$ cat src/rtl/timer_pkg.sv
package timer_pkg;

  // Control byte; field positions are software-visible
  typedef struct packed {
    logic       run;       // [7]
    logic       periodic;  // [6]
    logic       ie;        // [5]
    logic       spare;     // [4]
    logic [1:0] pre;       // [3:2]
    logic       wide;      // [1]
    logic       oneshot;   // [0]
  } ctrl_t;

  localparam logic [7:0] CTRL_RST = 8'h20;

  localparam int unsigned W_LOAD   = 0;
  localparam int unsigned W_VALUE  = 1;
  localparam int unsigned W_CTRL   = 2;
  localparam int unsigned W_CLEAR  = 3;
  localparam int unsigned W_RAW    = 4;
  localparam int unsigned W_MASKED = 5;
  localparam int unsigned W_BGLOAD = 6;

endpackage

$ cat src/rtl/tmr_prescaler.sv
module tmr_prescaler #(
  parameter int unsigned SHIFT_A = 4,
  parameter int unsigned SHIFT_B = 8
) (
  input  logic       clk,
  input  logic       rst_n,
  input  logic [1:0] sel,
  input  logic       restart,
  output logic       tick
);
  localparam logic [SHIFT_B-1:0] LAST_A = {{(SHIFT_B-SHIFT_A){1'b0}}, {SHIFT_A{1'b1}}};
  localparam logic [SHIFT_B-1:0] LAST_B = {SHIFT_B{1'b1}};

  logic [SHIFT_B-1:0] div_q, div_d, last;

  always_comb begin
    unique case (sel)
      2'b01:   last = LAST_A;
      2'b10:   last = LAST_B;
      default: last = '0;
    endcase
    tick  = (div_q == last);
    div_d = (restart || tick) ? '0 : div_q + 1'b1;
  end

  always_ff @(posedge clk or negedge rst_n) begin
    if (!rst_n) div_q <= '0;
    else        div_q <= div_d;
  end
endmodule

$ cat src/rtl/tmr_counter.sv
module tmr_counter #(
  parameter int unsigned W  = 32,
  parameter int unsigned NW = 16
) (
  input  logic         clk,
  input  logic         rst_n,
  input  logic         tick,
  input  logic         run,
  input  logic         oneshot,
  input  logic         periodic,
  input  logic         wide,
  input  logic [W-1:0] reload,
  input  logic         load_now,
  input  logic [W-1:0] load_val,
  output logic [W-1:0] value,
  output logic         expire,
  output logic         halt
);
  localparam logic [W-1:0] NMASK = {{(W-NW){1'b0}}, {NW{1'b1}}};

  logic [W-1:0] cnt_q, cnt_d, mask, cur;
  logic         free_run;

  always_comb begin
    mask     = wide ? {W{1'b1}} : NMASK;
    cur      = cnt_q & mask;
    free_run = !oneshot && !periodic;
    cnt_d    = cnt_q;
    expire   = 1'b0;
    halt     = 1'b0;
    if (load_now) begin
      cnt_d = load_val & mask;
    end else if (run && tick) begin
      if (cur == '0) begin
        if (oneshot) halt = 1'b1;
        else         cnt_d = free_run ? mask : (reload & mask);
      end else if (cur == {{(W-1){1'b0}}, 1'b1}) begin
        cnt_d  = '0;
        expire = 1'b1;
        halt   = oneshot;
      end else begin
        cnt_d = cur - 1'b1;
      end
    end
  end

  always_ff @(posedge clk or negedge rst_n) begin
    if (!rst_n) cnt_q <= '0;
    else        cnt_q <= cnt_d;
  end

  assign value = cur;
endmodule

$ cat src/rtl/tmr_regs.sv
module tmr_regs import timer_pkg::*; #(
  parameter int unsigned W  = 32,
  parameter int unsigned AW = 8
) (
  input  logic          clk,
  input  logic          rst_n,
  input  logic          wr_en,
  input  logic [AW-1:0] wr_addr,
  input  logic [W-1:0]  wr_data,
  input  logic [AW-1:0] rd_addr,
  output logic [W-1:0]  rd_data,
  input  logic [W-1:0]  value,
  input  logic          expire,
  input  logic          halt,
  output ctrl_t         ctrl,
  output logic [W-1:0]  reload,
  output logic          flag,
  output logic          load_now,
  output logic          pre_restart
);
  localparam int unsigned WW = AW - 2;

  logic [WW-1:0] wword, rword;
  logic          wr_load, wr_ctrl, wr_clr, wr_bg;
  ctrl_t         ctrl_q, ctrl_d, ctrl_new;
  logic [W-1:0]  reload_q, reload_d;
  logic          flag_q, flag_d;
  logic [1:0]    unused_lsb;

  assign wword      = wr_addr[AW-1:2];
  assign rword      = rd_addr[AW-1:2];
  assign unused_lsb = wr_addr[1:0] ^ rd_addr[1:0];
  assign ctrl_new   = ctrl_t'(wr_data[7:0]);

  always_comb begin
    wr_load = wr_en && (wword == WW'(W_LOAD));
    wr_ctrl = wr_en && (wword == WW'(W_CTRL));
    wr_clr  = wr_en && (wword == WW'(W_CLEAR));
    wr_bg   = wr_en && (wword == WW'(W_BGLOAD));
  end

  // next state
  always_comb begin
    ctrl_d = ctrl_q;
    if (wr_ctrl)   ctrl_d = ctrl_new;
    else if (halt) ctrl_d.run = 1'b0;

    reload_d = reload_q;
    if (wr_load || wr_bg) reload_d = wr_data;

    flag_d = flag_q;
    if (expire)      flag_d = 1'b1;
    else if (wr_clr) flag_d = 1'b0;
  end

  always_ff @(posedge clk or negedge rst_n) begin
    if (!rst_n) begin
      ctrl_q   <= ctrl_t'(CTRL_RST);
      reload_q <= '0;
      flag_q   <= 1'b0;
    end else begin
      ctrl_q   <= ctrl_d;
      reload_q <= reload_d;
      flag_q   <= flag_d;
    end
  end

  // read mux
  always_comb begin
    rd_data = '0;
    unique case (rword)
      WW'(W_LOAD), WW'(W_BGLOAD): rd_data = reload_q;
      WW'(W_VALUE):               rd_data = value;
      WW'(W_CTRL):                rd_data = W'(ctrl_q);
      WW'(W_RAW):                 rd_data = W'(flag_q);
      WW'(W_MASKED):              rd_data = W'(flag_q && ctrl_q.ie);
      default:                    rd_data = '0;
    endcase
  end

  assign ctrl        = ctrl_q;
  assign reload      = reload_q;
  assign flag        = flag_q;
  assign load_now    = wr_load;
  assign pre_restart = wr_ctrl && (ctrl_new.pre != ctrl_q.pre);
endmodule

$ cat src/rtl/down_timer.sv
module down_timer import timer_pkg::*; #(
  parameter int unsigned DATA_W   = 32,
  parameter int unsigned NARROW_W = 16,
  parameter int unsigned ADDR_W   = 8,
  parameter int unsigned PRE_A    = 4,
  parameter int unsigned PRE_B    = 8
) (
  input  logic              clk,
  input  logic              rst_n,
  input  logic              wr_en,
  input  logic [ADDR_W-1:0] wr_addr,
  input  logic [DATA_W-1:0] wr_data,
  input  logic [ADDR_W-1:0] rd_addr,
  output logic [DATA_W-1:0] rd_data,
  output logic              irq
);
  logic [1:0]        rst_pipe_q;
  logic              core_rst_n;
  ctrl_t             ctrl;
  logic [DATA_W-1:0] reload, value;
  logic              flag, load_now, pre_restart, tick, expire, halt;

  always_ff @(posedge clk or negedge rst_n) begin
    if (!rst_n) rst_pipe_q <= '0;
    else        rst_pipe_q <= {rst_pipe_q[0], 1'b1};
  end
  assign core_rst_n = rst_pipe_q[1];

  tmr_prescaler #(.SHIFT_A(PRE_A), .SHIFT_B(PRE_B)) u_pre (
    .clk(clk), .rst_n(core_rst_n), .sel(ctrl.pre),
    .restart(pre_restart), .tick(tick)
  );

  tmr_counter #(.W(DATA_W), .NW(NARROW_W)) u_cnt (
    .clk(clk), .rst_n(core_rst_n), .tick(tick), .run(ctrl.run),
    .oneshot(ctrl.oneshot), .periodic(ctrl.periodic), .wide(ctrl.wide),
    .reload(reload), .load_now(load_now), .load_val(wr_data),
    .value(value), .expire(expire), .halt(halt)
  );

  tmr_regs #(.W(DATA_W), .AW(ADDR_W)) u_regs (
    .clk(clk), .rst_n(core_rst_n), .wr_en(wr_en), .wr_addr(wr_addr),
    .wr_data(wr_data), .rd_addr(rd_addr), .rd_data(rd_data),
    .value(value), .expire(expire), .halt(halt), .ctrl(ctrl),
    .reload(reload), .flag(flag), .load_now(load_now),
    .pre_restart(pre_restart)
  );

  assign irq = flag && ctrl.ie;
endmodule

$ cat config.mk
export PLATFORM = sky130hd
export DESIGN_NAME = down_timer
export DESIGN_NICKNAME = d
export VERILOG_FILES = /design/src/rtl/timer_pkg.sv /design/src/rtl/tmr_prescaler.sv /design/src/rtl/tmr_counter.sv /design/src/rtl/tmr_regs.sv /design/src/rtl/down_timer.sv
export SDC_FILE = /design/constraint.sdc
export NUM_CORES = 1
export LEC_CHECK = 0
export ABC_AREA = 1
export ABC_CLOCK_PERIOD_IN_PS = 2700
export CAP_MARGIN = 20
export CORE_MARGIN = 2
export CORE_UTILIZATION = 50
export CTS_CLUSTER_SIZE = 12
export DETAILED_ROUTE_END_ITERATION = 7
export PLACE_DENSITY = 0.74
export SETUP_SLACK_MARGIN = 0.02
export SYNTH_ARGS = -nofsm -noshare
export SYNTH_HDL_FRONTEND = slang
export SYNTH_SLANG_ARGS = --single-unit
$ cat constraint.sdc
create_clock -name clk -period 2.7 [get_ports clk]
set_input_delay 0.81 -clock clk [delete_from_list [all_inputs] [get_ports clk]]
set_output_delay 0.81 -clock clk [all_outputs]
set_load 0.03 [all_outputs]
# ---- Word level (Yosys, flattened, before mapping)
# Index checks and enable logic that the tools add are counted.
dict set report totals {
  register_bits 83
  in_bits 51
  out_inout_bits 33
  wordCells 74
}
dict set report op_classes {
  n_addsub 2
  n_eq_ne 14
  muxes 23
  bitwise 3
  n_reduce_logical 20
}
# operator n
set ops {}
lappend ops {{two-way mux 32 bit} 7}
lappend ops {{one-hot mux 32 bit (5 select lines)} 1}
lappend ops {{bitwise AND 32 bit} 3}
lappend ops {{== test 32 x 1 -> 1 bit (second input constant)} 1}
lappend ops {{logical NOT 32 bit} 1}
lappend ops {{subtractor 32 x 1 -> 32 bit (second input constant)} 1}
lappend ops {{== test 6 x 3 -> 1 bit (second input constant)} 4}
lappend ops {{== test 6 x 2 -> 1 bit (second input constant)} 3}
lappend ops {{one-hot mux 8 bit (2 select lines)} 1}
lappend ops {{two-way mux 1 bit} 13}
lappend ops {{logical NOT 6 bit} 2}
lappend ops {{adder 8 x 1 -> 8 bit (second input constant)} 1}
lappend ops {{== test 8 bit} 1}
lappend ops {{logical AND 1 bit} 8}
lappend ops {{two-way mux 8 bit} 1}
lappend ops {{== test 6 x 1 -> 1 bit (second input constant)} 1}
lappend ops {{nonzero test 2 bit} 3}
lappend ops {{!= test 3 x 2 -> 1 bit (second input constant)} 1}
lappend ops {{== test 2 x 1 -> 1 bit (second input constant)} 1}
lappend ops {{== test 2 bit (second input constant)} 1}
lappend ops {{logical NOT 1 bit} 2}
lappend ops {{logical OR 1 bit} 2}
lappend ops {{!= test 2 bit} 1}
lappend ops {{AND reduction 2 bit} 1}
lappend ops {{OR reduction 2 bit} 1}

# ---- Longest topological paths before layout
# Gate-level depths: netlist of the first run.
dict set report depth {
  depth_word 9
  mapped_depth 13
  ltp_nobuf 13
}

# ---- Cells and area by module
# From an unflattened synthesis of the first run, not the netlist that was laid out.
dict set report hier_totals {
  hier_cells 957
  hier_area_um2 6284.8
}
# module n_inst cells_each area_each_um2 seq_area_each_um2
set by_module_without_submodules {}
lappend by_module_without_submodules {tmr_counter 1 557 3442.1 800.8}
lappend by_module_without_submodules {tmr_regs 1 328 2296.0 1027.2}
lappend by_module_without_submodules {tmr_prescaler 1 67 485.5 200.2}
lappend by_module_without_submodules {down_timer 1 5 61.3 50.0}

# ---- Worst setup path after synthesis of the first run
# OpenSTA, ideal clock, no wires.
dict set report synth_timing {
  kind {in2out}
  from {in rd_addr[7]}
  to {out rd_data[2]}
  t_arrival_ps 2104
  required_time_ps 1890
  path_slack_ps -214
  cell_stages 5
  n_path_buf 0
  cell_sequence {nor2_1 -> nand2_1 -> nor3_1 -> inv_1 -> o221ai_1}
}
dict set report synth_via {
  elab_chain_cells 3
  word_cells_on_any_way 8
  cone_classes {5 x eq/ne; 1 x mux; 2 x reduce/logical}
}
# element line_no
set synth_rtl {}
lappend synth_rtl {{start: declaration} down_timer.sv:13} ;# input logic [ADDR_W-1:0] rd_addr,
lappend synth_rtl {{== test 6 x 3 -> 1 bit or logical NOT 6 bit (tied branches)} tmr_regs.sv:71} ;# unique case (rword)
lappend synth_rtl {{OR reduction 2 bit} tmr_regs.sv:71}
lappend synth_rtl {{one-hot mux 32 bit (5 select lines) *} tmr_regs.sv:71}
lappend synth_rtl {{end: declaration} down_timer.sv:14} ;# output logic [DATA_W-1:0] rd_data,
# Every way passes the cells marked *; elsewhere a longest branch is shown, timed or not.

# ---- Final worst setup path of the first run
dict set report layout_timing {
  from {in rd_addr[7]}
  to {out rd_data[0]}
}
# Same word-level chain as after synthesis.

==> impl_metrics.ini, run 1 <==
[run_status]
status = finished with violations
violations = DRC, setup timing

[cts]
cts_tree = yes
insertion_delay_ns = 0.35
cts_max_path_buffers = 2
clkTransAtPathRegs_ns = 0.06
htree_levels = 3
clock_sinks = 83
cts_buffers = 9
cts_root_buf = clkbuf_16

[sta]
slew_viol_final = 0
fin_skew_ns = 0.00546
finalCriticalPeriod_ns = 2.70
finalSetupViolations = 3
grt_setup_unrepaired = true
fmax_mhz = 370
whs_ns = 0.338
hold_viol = 0
setup_ws_ns = -0.00168
fin_crit_sh = 1.00
relSlewSlack = 0.524
fin_setup_tns_ns = -0.00379
max_slew.worst_pin.slew_ns = 0.711

[global_route]
grt_start_max_net_pins = 65
grt_pass1_vias = 5813
grtUsageTotal = 0.296
grt_pass1_wl_mm = 29.3
grt_overflow = 0
grt_antenna_before_repair = 0

[yosys]
ys_seq_elements = 83
synth_top_area_share = 0.359
syn_area_per_cell_um2 = 6.61
synth_area_mm2 = 0.00571
yosysSeqAreaShare = 0.364
ys_warn_count = 0
synth_common_cells = 255 x nand2_1, 138 x nor2_1, 99 x inv_1
synth_area_leaders = dfrtp_1 36%, nand2_1 17%, nor2_1 9.1%, inv_1 6.5%, o21ai_0 4.3%
synth-edff-count = 0
syn_inst = 864
synth_cell_type_count = 40
synth-main-ff-cell = dfrtp_1
yosysTopAreaCell = dfrtp_1
synth_nets = 919
async_flop_share = 1.00
yosysMostFrequentCell = nand2_1

[cells_and_area]
final_nets = 1009
antenna_cells = 0
syn2layout_area_growth_pct = 34.5
drive_gt1_frac = 0.175
fin_cells = 1102
fin_area_mm2 = 0.00769
nFillCells = 941

[drt]
drcViolationCount = 2
drt-pass1-iter-count = 8
drtIter0Drc = 521
wl_per_cell_um = 15.8
dr_wl_met2_mm = 7.94
wl_met3_mm = 1.15
wirelength_mm = 17.4
vias = 5989
drt-met1-wl_mm = 7.82
highest_layer = met4
viasPerCell = 5.43
drtAntennaViolNets = 0

[placed_design]
post_dp_cell_area_mm2 = 0.00681
dp_slack_ns = -0.423
place_inst = 1080
io_buffers = 79
gp_congestion = 0.986
hpwl_mm = 11.6

[power]
power.density_mw_per_mm2 = 682
ir_drop_mv = 0.500
p_leak_nw = 3.71

[job]
maxCapViolCount = 0

[setup_path]
crit_chain = buf_6 > nor2_4 > nand2_2 > nor3_4 > inv_4 > buf_12 > o2111ai_1 > buf_4
r2r_slack_ns = 0.23
r2r-end = u_cnt.cnt_q[25]
ff2ff_path_depth = 11
cp.arrival_ns = 1.89
path_class = input port to primary output
crit-reg2reg-launch = u_cnt.cnt_q[0]
cp.required_ns = 1.89
slowest_delay_ns = 0.20
cpMaxStageDelayCell = buf_4
crit_path_max_fanout = 5
worstSetupEndpointType = primary output
startpoint_type = input port

[die]
start_util = 0.507
die_w_um = 111
die_y_um = 111
dieArea_mm2 = 0.0123
rows = 39
pin_count = 84
coreArea_mm2 = 0.0113

[hold_path]
hp-class = flop to asynchronous set/reset pin
flip-flops by register name, summed over array words and instances (netlist names):
name,flops
rst_pipe_q,2
u_cnt.cnt_q,32
u_pre.div_q,8
u_regs.ctrl,8
u_regs.flag,1
u_regs.reload,32
worst max-delay path: cells and delay by family:
kind            cells  cell delay, ns
buf+inv             4            0.56
simple gates        3            0.34
compound gates      1            0.18
area by class of cell:
class | instances | area (um2) | area share
clock buffer | 11 | 253 | 0.0329
clock inverter | 5 | 75.1 | 0.00977
tap | 143 | 179 | 0.0233
timing repair buffer | 112 | 1250 | 0.163
sequential | 83 | 2080 | 0.271
multi-input combinational | 647 | 3460 | 0.451
inverter | 101 | 384 | 0.0500
cells by family after synthesis:
kind of cell	share of synthesized area
simple gates	0.360
compound gates	0.146
buf+inv	0.0975
flops	0.364
xor+xnor	0.0215
fa+ha+maj	0.00876
other cells	0.000656
mux	0.00197
metal layers:
| metal | global-route usage | up-vias |
|---|---|---|
| li1 | - | 2945 |
| met1 | 0.399 | 2772 |
| met2 | 0.472 | 235 |
| met3 | 0.0574 | 37 |
| met4 | 0.117 | 0 |
| met5 | 0 | - |
cells in the final DEF, fill, tap and decap left out, types with 22 or more instances in the layout:
cell / Yosys / final
nor2_1: 138 / 136
inv_1: 99 / 93
o21ai_0: 49 / 48
buf_4: 1 / 22
clkdlybuf4s50_1: 0 / 41
nand2_1: 255 / 252
a21oi_1: 28 / 28
nand3_1: 42 / 40
dfrtp_1: 82 / 81
buf_6: 5 / 35
report_power, final:
group	leakage (nW)	internal [mW]	total (mW)	switching, mW
clock network	0.165	0.856	1.37	0.517
registers	0.961	1.66	2.00	0.340
logic	2.59	0.712	1.87	1.16
metrics by stage:
step,utilization,total power [mW]
5_1_grt,0.682,5.63
4_1_cts,0.676,5.22
3_3_place_gp,0.604,3.69
6_report,0.682,5.24
3_5_place_dp,0.604,3.73
2_1_floorplan,-,3.25
timing repair:
| item | CTS | global route |
|---|---|---|
| resized for setup | 106 | 12 |
| hold buffers | 0 | 0 |
| setup endpoints to repair | 34 | 55 |
| buffers inserted | 1 | 0 |
| hold endpoints to repair | 0 | 0 |
| pin swaps | 5 | 2 |
| gates cloned | 4 | 1 |
how the worst max path moves through the flow:
stage	slack, ns	endpoint	depth (start not counted)	startpoint
4_1_cts	-0.02	rd_data[24]	9	rd_addr[5]
5_1_grt	-0.09	rd_data[0]	8	rd_addr[5]
2_1_floorplan	-0.15	rd_data[0]	6	rd_addr[7]
3_3_place_gp	-0.42	rd_data[6]	7	rd_addr[3]
6_report	-0.002	rd_data[0]	8	rd_addr[7]
3_5_place_dp	-0.42	rd_data[6]	7	rd_addr[3]
Power figures use the tool's default switching activity.
==> run 2: changes to the inputs <==
--- a/config.mk
+++ b/config.mk
@@ -6,13 +6,13 @@
 export NUM_CORES = 1
 export LEC_CHECK = 0
 export ABC_AREA = 1
-export ABC_CLOCK_PERIOD_IN_PS = 2700
+export ABC_CLOCK_PERIOD_IN_PS = 2350
 export CAP_MARGIN = 20
 export CORE_MARGIN = 2
 export CORE_UTILIZATION = 50
 export CTS_CLUSTER_SIZE = 12
 export DETAILED_ROUTE_END_ITERATION = 7
-export PLACE_DENSITY = 0.74
+export PLACE_DENSITY = 0.77
 export SETUP_SLACK_MARGIN = 0.02
 export SYNTH_ARGS = -nofsm -noshare
 export SYNTH_HDL_FRONTEND = slang
==> constraint.sdc (replaced) <==
create_clock -name clk -period 2.35 [get_ports clk]
set_input_delay 0.705 -clock clk [delete_from_list [all_inputs] [get_ports clk]]
set_output_delay 0.705 -clock clk [all_outputs]
set_load 0.03 [all_outputs]
==> impl_metrics.ini, run 2 (synthesis results as in run 1) <==
[cts]
cts_root_buf = clkbuf_16
cts_buffers = 9
clock_sinks = 83
htree_levels = 3
cts_max_path_buffers = 2
cts_tree = yes
hold_buffers = 0
insertion_delay_ns = 0.36
clkTransAtPathRegs_ns = 0.06

[cells_and_area]
fin_area_mm2 = 0.00843
antenna_cells = 0
final_nets = 1060
fin_cells = 1153
final_cell_mix = 247 x nand2_1, 136 x nor2_1, 91 x inv_1
layout_commonest_cell = nand2_1
syn2layout_area_growth_pct = 47.5
final_core_util = 0.748
drive_gt1_frac = 0.228

[global_route]
grt_antenna_before_repair = 0
grt_pass1_wl_mm = 30.2
grt_start_max_net_pins = 47
grt_overflow = 0
grtUsageTotal = 0.306
grt_pass1_vias = 5931

[setup_path]
worstSetupEndpointType = primary output
slowest_delay_ns = 0.20
cpLargestDelayFamily = buffers and inverters
startpoint_type = input port
crit_chain = buf_8 > nor2_4 > buf_4 > nand2_4 > nor3_4 > inv_4 > buf_12 > o221ai_4 > buf_6
cp.arrival_ns = 1.88
cp.required_ns = 1.64
path_buf_inv = 5
crit_path_max_fanout = 7
cpMaxStageDelayCell = o221ai_4
path_class = input port to primary output

[drt]
vias = 6357
drcViolationCount = 0
drtAntennaViolNets = 0
wl_per_cell_um = 16.5
drt-pass1-iter-count = 6
drtIter0Drc = 633
viasPerCell = 5.51
wirelength_mm = 19.0

[placed_design]
io_buffers = 79
place_inst = 1119
post_dp_cell_area_mm2 = 0.00754
hpwl_mm = 12.7
gp_congestion = 0.964

[die]
rows = 39
die_w_um = 111
die_y_um = 111
coreArea_mm2 = 0.0113
start_util = 0.507
pin_count = 84
dieArea_mm2 = 0.0123

[sta]
max_slew.worst_pin.slew_ns = 0.715
relSlewSlack = 0.522
grt_setup_unrepaired = true
slew_viol_final = 0
setup_ws_ns = -0.233
fin_skew_ns = 0.00607
fin_crit_sh = 1.10
fin_setup_tns_ns = -6.54
finalSetupViolations = 32
hold_viol = 0
fmax_mhz = 387
finalCriticalPeriod_ns = 2.58

[run_status]
status = finished with violations
violations = setup timing

[hold_path]
hp-class = flop to asynchronous set/reset pin

[power]
power.density_mw_per_mm2 = 768
ir_drop_mv = 0.665
power_mw = 6.47
p_leak_nw = 3.99

[job]
maxCapViolCount = 0
==> run 2: cell count changes in the layout (fill, tap and decap cells not counted), moves of 3 or more <==
cell      change
o22ai_2      -12
buf_4        +34
buf_8         +3
nand2_4       +3
buf_6         +5
o221ai_2      -4
buf_12        +3
o22ai_4      +14
nand2_1       -5
o221ai_4      +4
==> run 2: worst register-to-register path, cell delays in order, from the launching register on <==
cell and delay [ns]:
dfrtp_1 0.46, nor2_1 0.16, nand2_1 0.10, nor2_2 0.18, nand2_2 0.11, inv_4 0.09, buf_8 0.15, nand3_4 0.14
buf_4 0.19, nand2_1 0.11, nand2_4 0.10, buf_12 0.17, o22ai_1 0.14, nor2_1 0.07
==> run 2: report_power, final <==
| part | switching [mW] | leakage (nW) | total (mW) | internal, mW |
|---|---|---|---|---|
| registers | 0.372 | 0.961 | 2.27 | 1.90 |
| logic | 1.54 | 2.86 | 2.54 | 1.00 |
| clock network | 0.616 | 0.165 | 1.65 | 1.04 |
==> run 2: layout make-up <==
class / count / area, um2
Multi-Input combinational cell: 649 / 3700
Fill cell: 840 / 2840
Sequential cell: 83 / 2080
Timing Repair Buffer: 161 / 1730
Inverter: 101 / 388
Clock buffer: 9 / 225
Tap cell: 143 / 179
Clock inverter: 7 / 116
==> run 2: path summary, 6_finish.rpt <==
path,end,startpoint,slack [ns],cells past startpoint
max,rd_data[7],rd_addr[5],-0.23,9
min,u_cnt.cnt_q[29],rst_pipe_q[1],0.31,0
max reg2reg,u_cnt.cnt_q[6],u_cnt.cnt_q[11],0.09,13
min reg2reg,u_cnt.cnt_q[29],rst_pipe_q[1],0.31,0
max in group asynchronous,u_regs.ctrl[5],rst_pipe_q[1],1.35,1
min in group clk,rst_pipe_q[1],rst_pipe_q[0],0.36,0
==> run 2: what timing repair did <==
action / CTS / global route
pin swaps: 11 / 5
gates resized for setup: 86 / 18
setup endpoints to repair: 38 / 63
setup buffers: 6 / 3
cloned: 5 / 4
==> run 2: per-layer routing <==
metal / vias to the layer above / routed length (um) / share of wire / GRT usage
met4: 0 / 293 / 0.015 / 0.0883
met3: 29 / 1530 / 0.080 / 0.0558
met5: - / 0 / 0 / 0
met1: 2985 / 8110 / 0.43 / 0.426
met2: 299 / 9050 / 0.48 / 0.490
li1: 3044 / - / - / -
==> run 2: stage by stage <==
step	setup slack (ns)	hold WS (ns)
5_1_grt	-0.299	0.346
3_3_place_gp	-0.685	0.317
4_1_cts	-0.268	0.326
3_5_place_dp	-0.721	0.319
2_1_floorplan	-0.0424	0.331
6_report	-0.233	0.308
==> run 3: changes to the inputs <==
--- a/config.mk
+++ b/config.mk
@@ -9,10 +9,10 @@
 export ABC_CLOCK_PERIOD_IN_PS = 2350
 export CAP_MARGIN = 20
 export CORE_MARGIN = 2
-export CORE_UTILIZATION = 50
+export CORE_UTILIZATION = 30
 export CTS_CLUSTER_SIZE = 12
 export DETAILED_ROUTE_END_ITERATION = 7
-export PLACE_DENSITY = 0.77
+export DONT_BUFFER_PORTS = 1
 export SETUP_SLACK_MARGIN = 0.02
 export SYNTH_ARGS = -nofsm -noshare
 export SYNTH_HDL_FRONTEND = slang
==> impl_metrics.ini, run 3 (synthesis results as in run 1) <==
[cts]
htree_levels = 3
clkTransAtPathRegs_ns = 0.07
hold_buffers = 0
cts_buffers = 9
clock_sinks = 83
insertion_delay_ns = 0.35
cts_max_path_buffers = 2
cts_root_buf = clkbuf_16
cts_tree = yes

[power]
p_sw_frac = 0.401
p_sw_mw = 2.42
p_comb_frac = 0.385
power.density_mw_per_mm2 = 791
pwr-share-clk = 0.242
ir_drop_mv = 0.450
p_leak_nw = 3.59
p_int_mw = 3.62
sequentialPowerShare = 0.374

[placed_design]
place_inst = 1150
hpwl_mm = 13.3
io_buffers = 0
gp_congestion = 0.902

[global_route]
grt_pass1_wl_mm = 28.7
grt_pass1_vias = 5401
grt_overflow = 0
grtUsageTotal = 0.183
grt_antenna_before_repair = 0
grt_start_max_net_pins = 65

[job]
maxCapViolCount = 0

[setup_path]
crit_chain = nor2_4 > nand2_2 > o21ai_2 > buf_4 > nand3_4 > buf_12 > o221ai_4 > buf_6
worstSetupEndpointType = primary output
startpoint_type = input port
r2r_slack_ns = 0.20
cpMaxStageDelayCell = buf_12
cp.required_ns = 1.64
slowest_delay_ns = 0.20
cp.arrival_ns = 1.72
path_class = input port to primary output
crit_path_max_fanout = 13

[drt]
drt-pass1-iter-count = 5
drtAntennaViolNets = 0
drtIter0Drc = 440
wl_per_cell_um = 15.4
drcViolationCount = 0
vias = 5674
wirelength_mm = 18.0
viasPerCell = 4.85

[die]
dieArea_mm2 = 0.0202
start_util = 0.305
die_y_um = 142
coreArea_mm2 = 0.0187
die_w_um = 142
rows = 50
pin_count = 84

[cells_and_area]
final_nets = 986
final_cell_mix = 251 x nand2_1, 135 x nor2_1, 94 x inv_1
fin_cells = 1170
multi_input_area_mm2 = 0.00363
layout_commonest_cell = nand2_1
antenna_cells = 0
syn2layout_area_growth_pct = 33.6
drive_gt1_frac = 0.202
final-seq-area_mm2 = 0.00208
nFillCells = 1949

[sta]
grt_setup_unrepaired = true
relSlewSlack = 0.559
fin_crit_sh = 1.03
fmax_mhz = 412
finalSetupViolations = 31
setup_ws_ns = -0.0743
max_slew.worst_pin.slew_ns = 0.659
fin_skew_ns = 0.00765
fin_setup_tns_ns = -1.07
slew_viol_final = 0
hold_viol = 0
finalCriticalPeriod_ns = 2.42

[run_status]
status = finished with violations
violations = setup timing

[hold_path]
hp-class = input port to asynchronous set/reset pin
## run 3: changes by cell type in the layout (fill, tap and decap cells not counted), sizes merged
cell,change
bufinv,-2
dlygate4sd2,-2
bufbuf,-1
o21ai,-2
clkdlybuf4s50,-40
inv,+1
buf,-27
nor2,-1
## run 3: metal layers
layer | part of all wire | vias to the layer above | wire, um | track usage
li1 | - | 2903 | - | -
met1 | 0.46 | 2624 | 8260 | 0.252
met2 | 0.46 | 130 | 8200 | 0.291
met3 | 0.063 | 17 | 1140 | 0.0384
met4 | 0.020 | 0 | 359 | 0.0500
met5 | 0 | - | 0 | 0
## run 3: power by group through the flow
stage,clock (mW),combinational [mW],sequential (mW)
2_1_floorplan,0,1.71,2.21
6_report,1.46,2.32,2.25
3_3_place_gp,0,2.24,2.26
4_1_cts,1.48,2.32,2.25
3_5_place_dp,0,2.29,2.27
5_1_grt,1.54,2.62,2.32
## run 3: repair_timing
action,in CTS,in global routing
pin swaps,1,5
endpoints found under the setup margin,44,36
setup buffers,2,1
gates resized for setup,39,13
cloned,1,1
## run 3: critical path: cells and delay by family
kind	cells	cell delay (ns)
buf+inv	3	0.49
simple gates	3	0.29
compound gates	2	0.22
## run 3: final cells by class
cell class / instances / share of cell area
clock inverter: 6 / 0.00852
multi-input combinational: 646 / 0.475
inverter: 101 / 0.0515
clock buffer: 10 / 0.0300
sequential: 83 / 0.273
timing repair buffer: 90 / 0.124
tap: 234 / 0.0383
## run 3: per-stage QoR
step                cell area (um2)  hold slack, ns  total power, mW  worst slack, ns   util
global route                   7630          0.0212             6.48           -0.151  0.408
finish                         7630          0.0372             6.04          -0.0743  0.408
floorplan                      6220           0.331             3.91          -0.0424      -
global placement               7100           0.311             4.51           -0.132  0.379
CTS                            7590          0.0247             6.06           -0.101  0.406
detailed placement             7100           0.313             4.56           -0.128  0.379
## run 3: path summary, 6_finish.rpt
check | from | end | cells after the start
max in group asynchronous | rst_pipe_q[1] | u_cnt.cnt_q[12] | 1
min | rst_n | rst_pipe_q[1] | 0
min in group clk | rst_pipe_q[0] | rst_pipe_q[1] | 0
max reg2reg | u_regs.ctrl[1] | u_cnt.cnt_q[5] | 11
max | rd_addr[4] | rd_data[6] | 8
min reg2reg | rst_pipe_q[1] | u_regs.flag | 0
